File: config.mk
export PLATFORM = sky130hd
export DESIGN_NAME = bscan_chain
export DESIGN_NICKNAME = d
export VERILOG_FILES = /design/src/rtl/bscan_pkg.sv /design/src/rtl/bscan_ctrl.sv /design/src/rtl/bscan_shift_chain.sv /design/src/rtl/bscan_update_bank.sv /design/src/rtl/bscan_pin_mux.sv /design/src/rtl/bscan_chain.sv
export SDC_FILE = /design/constraint.sdc
export NUM_CORES = 1
export LEC_CHECK = 0
export ABC_AREA = 1
export BUFFER_PORTS_ARGS = -buffer_cell sky130_fd_sc_hd__buf_2
export CAP_MARGIN = 20
export CORE_MARGIN = 3
export CORE_UTILIZATION = 40
export DETAILED_ROUTE_END_ITERATION = 12
export PLACE_DENSITY = 0.64
export SETUP_SLACK_MARGIN = 0.4
export SLEW_MARGIN = 25
export SYNTH_ARGS = -nofsm -noshare
export SYNTH_HDL_FRONTEND = slang
export SYNTH_SLANG_ARGS = --single-unit
File: constraint.sdc
create_clock -name tck -period 1.9 [get_ports tck]
set_input_delay 0.19 -clock tck [delete_from_list [all_inputs] [get_ports tck]]
set_output_delay 0.19 -clock tck [all_outputs]
set_load 0.02 [all_outputs]
File: src/rtl/bscan_pkg.sv
package bscan_pkg;

  typedef enum logic [1:0] {
    BS_OFF    = 2'd0,
    BS_SAMPLE = 2'd1,
    BS_EXTEST = 2'd2,
    BS_INTEST = 2'd3
  } bs_instr_e;

  typedef enum logic [1:0] {
    OP_HOLD    = 2'd0,
    OP_CAPTURE = 2'd1,
    OP_SHIFT   = 2'd2,
    OP_UPDATE  = 2'd3
  } bs_op_e;

  localparam int CELLS_PER_PIN = 3;
  localparam int CELL_IN       = 0;
  localparam int CELL_DO       = 1;
  localparam int CELL_OE       = 2;

endpackage

File: src/rtl/bscan_ctrl.sv
module bscan_ctrl
  import bscan_pkg::*;
(
  input  logic [1:0] instr,
  input  logic       capture_en,
  input  logic       shift_en,
  input  logic       update_en,
  output bs_op_e     op,
  output logic       drive_pads,
  output logic       drive_core
);

  bs_instr_e sel;

  always_comb begin
    sel = bs_instr_e'(instr);
    op  = OP_HOLD;
    if (sel != BS_OFF) begin
      if (capture_en)     op = OP_CAPTURE;
      else if (shift_en)  op = OP_SHIFT;
      else if (update_en) op = OP_UPDATE;
    end
    drive_pads = (sel == BS_EXTEST);
    drive_core = (sel == BS_INTEST);
  end

endmodule

File: src/rtl/bscan_shift_chain.sv
module bscan_shift_chain
  import bscan_pkg::*;
#(
  parameter int LEN = 12
) (
  input  logic           tck,
  input  logic           trst_n,
  input  bs_op_e         op,
  input  logic [LEN-1:0] cap_vec,
  input  logic           scan_in,
  output logic [LEN-1:0] shift_q,
  output logic           scan_out
);

  always_ff @(posedge tck or negedge trst_n) begin
    if (!trst_n) begin
      shift_q <= '0;
    end else begin
      case (op)
        OP_CAPTURE: shift_q <= cap_vec;
        OP_SHIFT:   shift_q <= {scan_in, shift_q[LEN-1:1]};
        default:    shift_q <= shift_q;
      endcase
    end
  end

  assign scan_out = shift_q[0];

endmodule

File: src/rtl/bscan_update_bank.sv
module bscan_update_bank
  import bscan_pkg::*;
#(
  parameter int LEN = 12
) (
  input  logic           tck,
  input  logic           trst_n,
  input  bs_op_e         op,
  input  logic [LEN-1:0] shift_q,
  output logic [LEN-1:0] upd_q
);

  always_ff @(posedge tck or negedge trst_n) begin
    if (!trst_n)               upd_q <= '0;
    else if (op == OP_UPDATE)  upd_q <= shift_q;
  end

endmodule

File: src/rtl/bscan_pin_mux.sv
module bscan_pin_mux
  import bscan_pkg::*;
#(
  parameter int NUM_PINS = 4,
  localparam int LEN     = NUM_PINS * CELLS_PER_PIN
) (
  input  logic                drive_pads,
  input  logic                drive_core,
  input  logic [LEN-1:0]      upd_q,
  input  logic [NUM_PINS-1:0] core_out,
  input  logic [NUM_PINS-1:0] core_oe,
  input  logic [NUM_PINS-1:0] pad_in,
  output logic [NUM_PINS-1:0] pad_out,
  output logic [NUM_PINS-1:0] pad_oe,
  output logic [NUM_PINS-1:0] core_in,
  output logic [LEN-1:0]      cap_vec
);

  for (genvar p = 0; p < NUM_PINS; p++) begin : g_pin
    localparam int BASE = p * CELLS_PER_PIN;

    // each cell observes the functional signal entering it
    assign cap_vec[BASE+CELL_IN] = pad_in[p];
    assign cap_vec[BASE+CELL_DO] = core_out[p];
    assign cap_vec[BASE+CELL_OE] = core_oe[p];

    assign pad_out[p] = drive_pads ? upd_q[BASE+CELL_DO] : core_out[p];
    assign pad_oe[p]  = drive_pads ? upd_q[BASE+CELL_OE] : core_oe[p];
    assign core_in[p] = drive_core ? upd_q[BASE+CELL_IN] : pad_in[p];
  end

endmodule

File: src/rtl/bscan_chain.sv
module bscan_chain
  import bscan_pkg::*;
#(
  parameter int NUM_PINS = 8,
  localparam int LEN     = NUM_PINS * CELLS_PER_PIN
) (
  input  logic                tck,
  input  logic                trst_n,
  input  logic [1:0]          instr,
  input  logic                capture_en,
  input  logic                shift_en,
  input  logic                update_en,
  input  logic                scan_in,
  output logic                scan_out,
  input  logic [NUM_PINS-1:0] core_out,
  input  logic [NUM_PINS-1:0] core_oe,
  output logic [NUM_PINS-1:0] core_in,
  input  logic [NUM_PINS-1:0] pad_in,
  output logic [NUM_PINS-1:0] pad_out,
  output logic [NUM_PINS-1:0] pad_oe
);

  bs_op_e         op;
  logic           drive_pads;
  logic           drive_core;
  logic [LEN-1:0] cap_vec;
  logic [LEN-1:0] shift_q;
  logic [LEN-1:0] upd_q;

  bscan_ctrl u_ctrl (
    .instr      (instr),
    .capture_en (capture_en),
    .shift_en   (shift_en),
    .update_en  (update_en),
    .op         (op),
    .drive_pads (drive_pads),
    .drive_core (drive_core)
  );

  bscan_shift_chain #(.LEN(LEN)) u_shift (
    .tck      (tck),
    .trst_n   (trst_n),
    .op       (op),
    .cap_vec  (cap_vec),
    .scan_in  (scan_in),
    .shift_q  (shift_q),
    .scan_out (scan_out)
  );

  bscan_update_bank #(.LEN(LEN)) u_upd (
    .tck     (tck),
    .trst_n  (trst_n),
    .op      (op),
    .shift_q (shift_q),
    .upd_q   (upd_q)
  );

  bscan_pin_mux #(.NUM_PINS(NUM_PINS)) u_mux (
    .drive_pads (drive_pads),
    .drive_core (drive_core),
    .upd_q      (upd_q),
    .core_out   (core_out),
    .core_oe    (core_oe),
    .pad_in     (pad_in),
    .pad_out    (pad_out),
    .pad_oe     (pad_oe),
    .core_in    (core_in),
    .cap_vec    (cap_vec)
  );

endmodule

==> flow_summary_export.csv, run 1 <==
group,metric,value,unit
timing,slew_headroom,59.7,%
timing,fin_setup_tns,0,ps
timing,slew_violations,0,
detailed_routing,vias_per_cell,4.56,
detailed_routing,firstDrtPassIters,4,
die,die_x,87.3,um
synth,avgSynthCellArea,7.11,sq um
pwr,netSwitchingFraction,34.3,%
layout,instances_no_fill,501,
pwr,clkPwrFrac,22.3,%
critical_path,critPathKind,"in2out",
clock_tree,clock_latency,300,ps
detailed_routing,met1_length,2.87,mm
layout,drive_gt1_share,19.0,%
clock_tree,clk_path_buf_depth,2,
critical_path,arrival,1060,ps
layout,design_area,3040,sq um
timing,setup_slack,646,ps
critical_path,cp-startpoint,"instr[0]",
critical_path,worst_setup_path_end_kind,"output port",
die,die-area,7620,sq um
timing,rsz0062_at_grt,"false",
pwr,p_sw,0.968,mW
grt,grt_pass1_wl,10.1,mm
clock_tree,cts_buffers,5,
critical_path,worst_ep_required_time,1710,ps
detailed_routing,dr_wl_met3,244,um
detailed_routing,dr.first_iter.drc_count,92,
pwr,pwr-share-seq,50.5,%
detailed_routing,wl_met2,2.60,mm
min_path,hold_class,"in2reg",
layout,diodes,0,
die,die_h,87.3,um
grt,antenna_found_initial,0,
pwr,powerDensity,930,nW/um^2
run,cap_violations,0,
synth,synth_seq_cells,48,
timing,finalHoldViolCount,0,
pwr,vdd_drop_max,0.000342,V
pwr,p_comb_share,27.2,%
placement,routabilityCongestion,0.750,
grt,grt-ovfl-total,0,
detailed_routing,antenna_left,0,
synth,synth_nets,407,
clock_tree,path_clk_slew,80,ps
grt,track_usage,16.7,%
placement,place_hpwl,3.98,mm
layout,nNetsFinal,460,
timing,worst_slew_pin_slew,605,ps
critical_path,rr_startpoint,"u_shift.shift_q[17]",
grt,grt_max_degree,49,
pwr,p_leak,1.77,nW
pwr,internal-power,1.85,mW
timing,setup_violations,0,
die,io_pins,57,
status,status,"finished, final reports clean",
timing,hold_slack,195,ps
clock_tree,clock-sinks,48,
clock_tree,postCtsSetupBuffers,0,
timing,fmax,797,MHz
critical_path,start_kind,"input pin",
layout,fill_cells,648,
detailed_routing,post_drt_wl_per_cell,11.6,um
synth,yosysUniqueCellTypes,16,
layout,synthToLayoutAreaGrowth,14.8,%
pwr,p_total,2.82,mW
min_path,min_from,"core_out[6]",
timing,skew,4.47,ps
detailed_routing,drc,0,
synth,synth_area,2650,sq um
layout,fin_util,49.2,%
die,initial_utilization,42.9,%
critical_path,cp_max_fo,32,
placement,dp_cells,492,
die,fp-row-count,28,
clock_tree,root_buffer,"clkbuf_8",
placement,placed_area,2930,sq um
detailed_routing,top_layer,"met4",
synth,synth_cells,372,
placement,place_ws,411,ps
synth,yosys_warnings,0,
placement,portBuffers,56,
detailed_routing,wirelength,5.80,mm
grt,grt_pass1_vias,2175,
clock_tree,htreeDepth,2,
timing,fin_crit,1250,ps
timing,period_share,66.0,%
die,core_region_area,6170,sq um
detailed_routing,num_vias,2286,
synth,yosysSeqAreaShare,45.4,%
clock_tree,cts_tree,"done",
==> cells in the mapped netlist <==
library cell    n  area [sq um]
a21oi_1         1          5.00
buf_2           4          20.0
buf_4           6          45.0
buf_6           6          67.6
clkbuf_1        2          7.51
dfrtp_1        48          1200
ha_1            3          37.5
inv_1          76           285
inv_2           2          7.51
nand2_1       146           548
nand2_2         2          12.5
nand3_1        24           120
nor2_1          2          7.51
o21ai_0        26           130
o21ai_1        16          80.1
o21ai_2         8          70.1
==> final timing paths <==
kind / slack, ps / cells past startpoint / endpoint
max: 650 / 6 / pad_out[0]
min: 190 / 5 / u_shift.shift_q[19]
max reg2reg: 1150 / 4 / u_shift.shift_q[16]
min reg2reg: 510 / 2 / u_shift.shift_q[5]
max in group asynchronous: 980 / 3 / u_upd.upd_q[4]
min in group asynchronous: 510 / 3 / u_upd.upd_q[17]
==> power groups by stage <==
| stage | Combinational (mW) | Clock, mW | Sequential (mW) |
|---|---|---|---|
| floorplan | 0.580 | 0 | 1.41 |
| global placement | 0.757 | 0 | 1.44 |
| detailed placement | 0.777 | 0 | 1.44 |
| CTS | 0.781 | 0.655 | 1.42 |
| global route | 0.897 | 0.686 | 1.46 |
| finish | 0.768 | 0.630 | 1.43 |
==> kinds of logic after synthesis <==
family	share of synthesized area (%)
simple gates	26.0
buf+inv	16.4
compound gates	10.8
flops	45.4
fa+ha+maj	1.42
==> critical path, cell delays in order <==
cell	delay [ps]
buf_2	140
inv_2	60
nand2_4	280
nand2_1	80
o21ai_1	110
buf_2	200
==> per-layer routing <==
layer	vias to the layer above	GRT usage, %
met1	1020	22.8
met4	0	5.44
li1	1213	-
met2	47	26.9
met3	6	2.74
met5	-	0
==> cell type report <==
type | count | area (sq um) | share of cell area, %
Sequential cell | 48 | 1200 | 39.6
Multi-Input combinational cell | 228 | 1020 | 33.5
Timing Repair Buffer | 64 | 343 | 11.3
Inverter | 78 | 293 | 9.64
Tap cell | 75 | 93.8 | 3.09
Clock buffer | 8 | 90.1 | 2.97
==> registers in the layout, summed over array words and instances (netlist names) <==
signal and cells:
u_upd.upd_q 24, u_shift.shift_q 24
==> what timing repair did <==
item | 4_1_cts | 5_1_grt
gates resized for setup | 0 | 1
endpoints found under the setup margin | 0 | 16
hold endpoints to repair | 3 | 0
hold buffers | 1 | 0
==> placed cells by master, fill, tap and decap left out, types with 3 or more instances in the layout <==
master / n
nand2_1: 146
inv_1: 76
buf_2: 56
dfrtp_1: 48
o21ai_0: 26
nand3_1: 24
o21ai_1: 16
o21ai_2: 8
buf_4: 7
clkbuf_8: 6
ha_1: 3
No activity file was read; power rests on OpenSTA's default activity.
==> inputs of run 2 (changes only) <==
clock period = 1.2 ns   (was 1.9 ns; I/O delays follow)
==> run 2 against run 1 <==
Compared with the run above:
- clock power up 110%
- utilization increased by 29 points
- sequential cell count did not move
- wire length increased by 71%
- sequential power rose by 69%
- final cell count is 9.8% higher
- combinational power increased to 3.3 times the previous value
- via count increased by 27%
- global-route usage increased by 5.8 points
- setup slack got worse by 570 ps
==> flow_summary_export.csv, run 2 (synthesis gave the netlist of run 1 again) <==
group,metric,value,unit
critical_path,critPathKind,"reg2out",
timing,finalHoldViolCount,0,
timing,fin_setup_tns,0,ps
grt,grt_max_degree,38,
grt,antenna_found_initial,0,
critical_path,arrival,1000,ps
detailed_routing,antenna_left,0,
clock_tree,htreeDepth,2,
detailed_routing,num_vias,2893,
die,fp-row-count,28,
timing,slew_headroom,85.2,%
critical_path,critPathMaxStageDelay,360,ps
layout,synthToLayoutAreaGrowth,83.0,%
die,die_h,87.3,um
detailed_routing,dr.first_iter.drc_count,140,
timing,slew_violations,0,
layout,final_common_cell,"nand2_1",
timing,rsz0062_at_grt,"true",
clock_tree,clock_latency,310,ps
layout,nNetsFinal,509,
detailed_routing,firstDrtPassIters,4,
layout,drive_gt1_share,57.9,%
die,initial_utilization,42.9,%
layout,final_cell_mix,"86 x nand2_1, 54 x inv_1, 48 x dfrtp_1, 40 x buf_6, 37 x nand2_4",
layout,design_area,4840,sq um
pwr,p_total,6.25,mW
grt,track_usage,22.5,%
critical_path,cp_max_fo,2,
layout,seq_area,1200,sq um
critical_path,cp_top_family,"flip-flops",
critical_path,crit_buf_inv,2,
grt,grt_pass1_wl,13.1,mm
timing,fin_crit,1120,ps
clock_tree,clk_path_buf_depth,2,
layout,diodes,0,
layout,multi_input_area,1700,sq um
min_path,hold_class,"in2reg",
detailed_routing,post_drt_wl_per_cell,18.0,um
clock_tree,clock-sinks,48,
placement,routabilityCongestion,0.782,
placement,placed_area,3270,sq um
clock_tree,cts_tree,"done",
grt,grt_pass1_vias,2721,
placement,dp_cells,502,
placement,place_hpwl,4.47,mm
detailed_routing,vias_per_cell,5.26,
timing,worst_slew_pin_slew,222,ps
status,status,"finished, final reports clean",
die,core_region_area,6170,sq um
critical_path,crit_chain,"inv_2, o21ai_4, buf_6",
critical_path,worst_ep_required_time,1080,ps
layout,fill_cells,372,
layout,top_regs,"u_shift.shift_q: 24 flops, u_upd.upd_q: 24 flops",
die,die_x,87.3,um
clock_tree,cts_buffers,5,
timing,skew,1.51,ps
detailed_routing,drc,0,
clock_tree,path_clk_slew,90,ps
critical_path,start_kind,"register",
grt,grt-ovfl-total,0,
pwr,vdd_drop_max,0.000708,V
critical_path,cpMaxStageDelayCell,"dfrtp_1",
die,die-area,7620,sq um
placement,portBuffers,56,
timing,fmax,890,MHz
detailed_routing,wirelength,9.90,mm
pwr,powerDensity,1290,nW/um^2
die,io_pins,57,
layout,instances_no_fill,550,
timing,period_share,93.7,%
run,cap_violations,0,
pwr,p_leak,2.56,nW
critical_path,worst_setup_path_end_kind,"output port",
timing,setup_violations,0,
clock_tree,root_buffer,"clkbuf_8",
[run 2: cell types whose count changed in the layout (fill, tap and decap cells not counted), moves of 14 or more]
cell     before  now
buf_12        0   14
buf_2        56   25
buf_6         0   40
inv_1        76   54
inv_2         2   20
nand2_1     146   86
nand2_2       1   24
nand2_4       1   37
nand3_1      24    0
nand3_2       0   23
o21ai_0      26    0
o21ai_2       8   34
[run 2: final timing paths]
kind                               startpoint                   to  slack (ps)  depth (start not counted)
max                            u_upd.upd_q[7]           pad_out[2]          80                          3
min                                   scan_in  u_shift.shift_q[23]         110                          5
max reg2reg                u_shift.shift_q[0]   u_shift.shift_q[0]         290                          4
min reg2reg                   u_upd.upd_q[13]      u_upd.upd_q[13]         510                          2
max in group asynchronous              trst_n       u_upd.upd_q[1]         520                          3
min in group asynchronous              trst_n      u_upd.upd_q[16]         210                          2
[run 2: worst register-to-register path, cell delays in order, from the launching register on]
cell,delay (ps)
dfrtp_1,410
buf_4,140
buf_4,130
nand2_1,70
nand2_1,50
[run 2: power breakdown]
part           switching (mW)  internal (mW)
registers               0.374           2.04
clock network           0.583          0.736
logic                    1.32           1.19
[run 2: per-layer routing]
layer  track usage (%)  wire length, um  share of wire (%)  vias up
met5                 0                0                  0        -
met4              8.37              410                4.1        0
met3              3.31              425                4.3       33
met2              41.4             5360                 54       90
met1              26.0             3700                 37     1440
li1                  -                -                  -     1330
[run 2: metrics by stage]
stage	hold slack (ps)	util [%]	worst slack, ps
final	113	78.5	75.8
after global routing	152	78.5	42.4
after CTS	121	70.4	112
after detailed placement	37.3	53.0	-166
after global placement	33.6	53.0	-138
after floorplan	-176	-	90.0
[run 2: area by class of cell]
type / count / area share (%)
Multi-Input combinational cell: 228 / 35.0
Timing Repair Buffer: 113 / 28.9
Sequential cell: 48 / 24.8
Inverter: 78 / 6.72
Clock buffer: 7 / 1.99
Tap cell: 75 / 1.94
Clock inverter: 1 / 0.620
[run 2: what timing repair did]
action | in CTS | in global routing
pin swaps | 38 | 58
buffers inserted | 17 | 8
hold buffers | 1 | 0
endpoints found under the setup margin | 73 | 98
gates cloned | 11 | 3
resized for setup | 169 | 107
endpoints found under the hold margin | 11 | 0
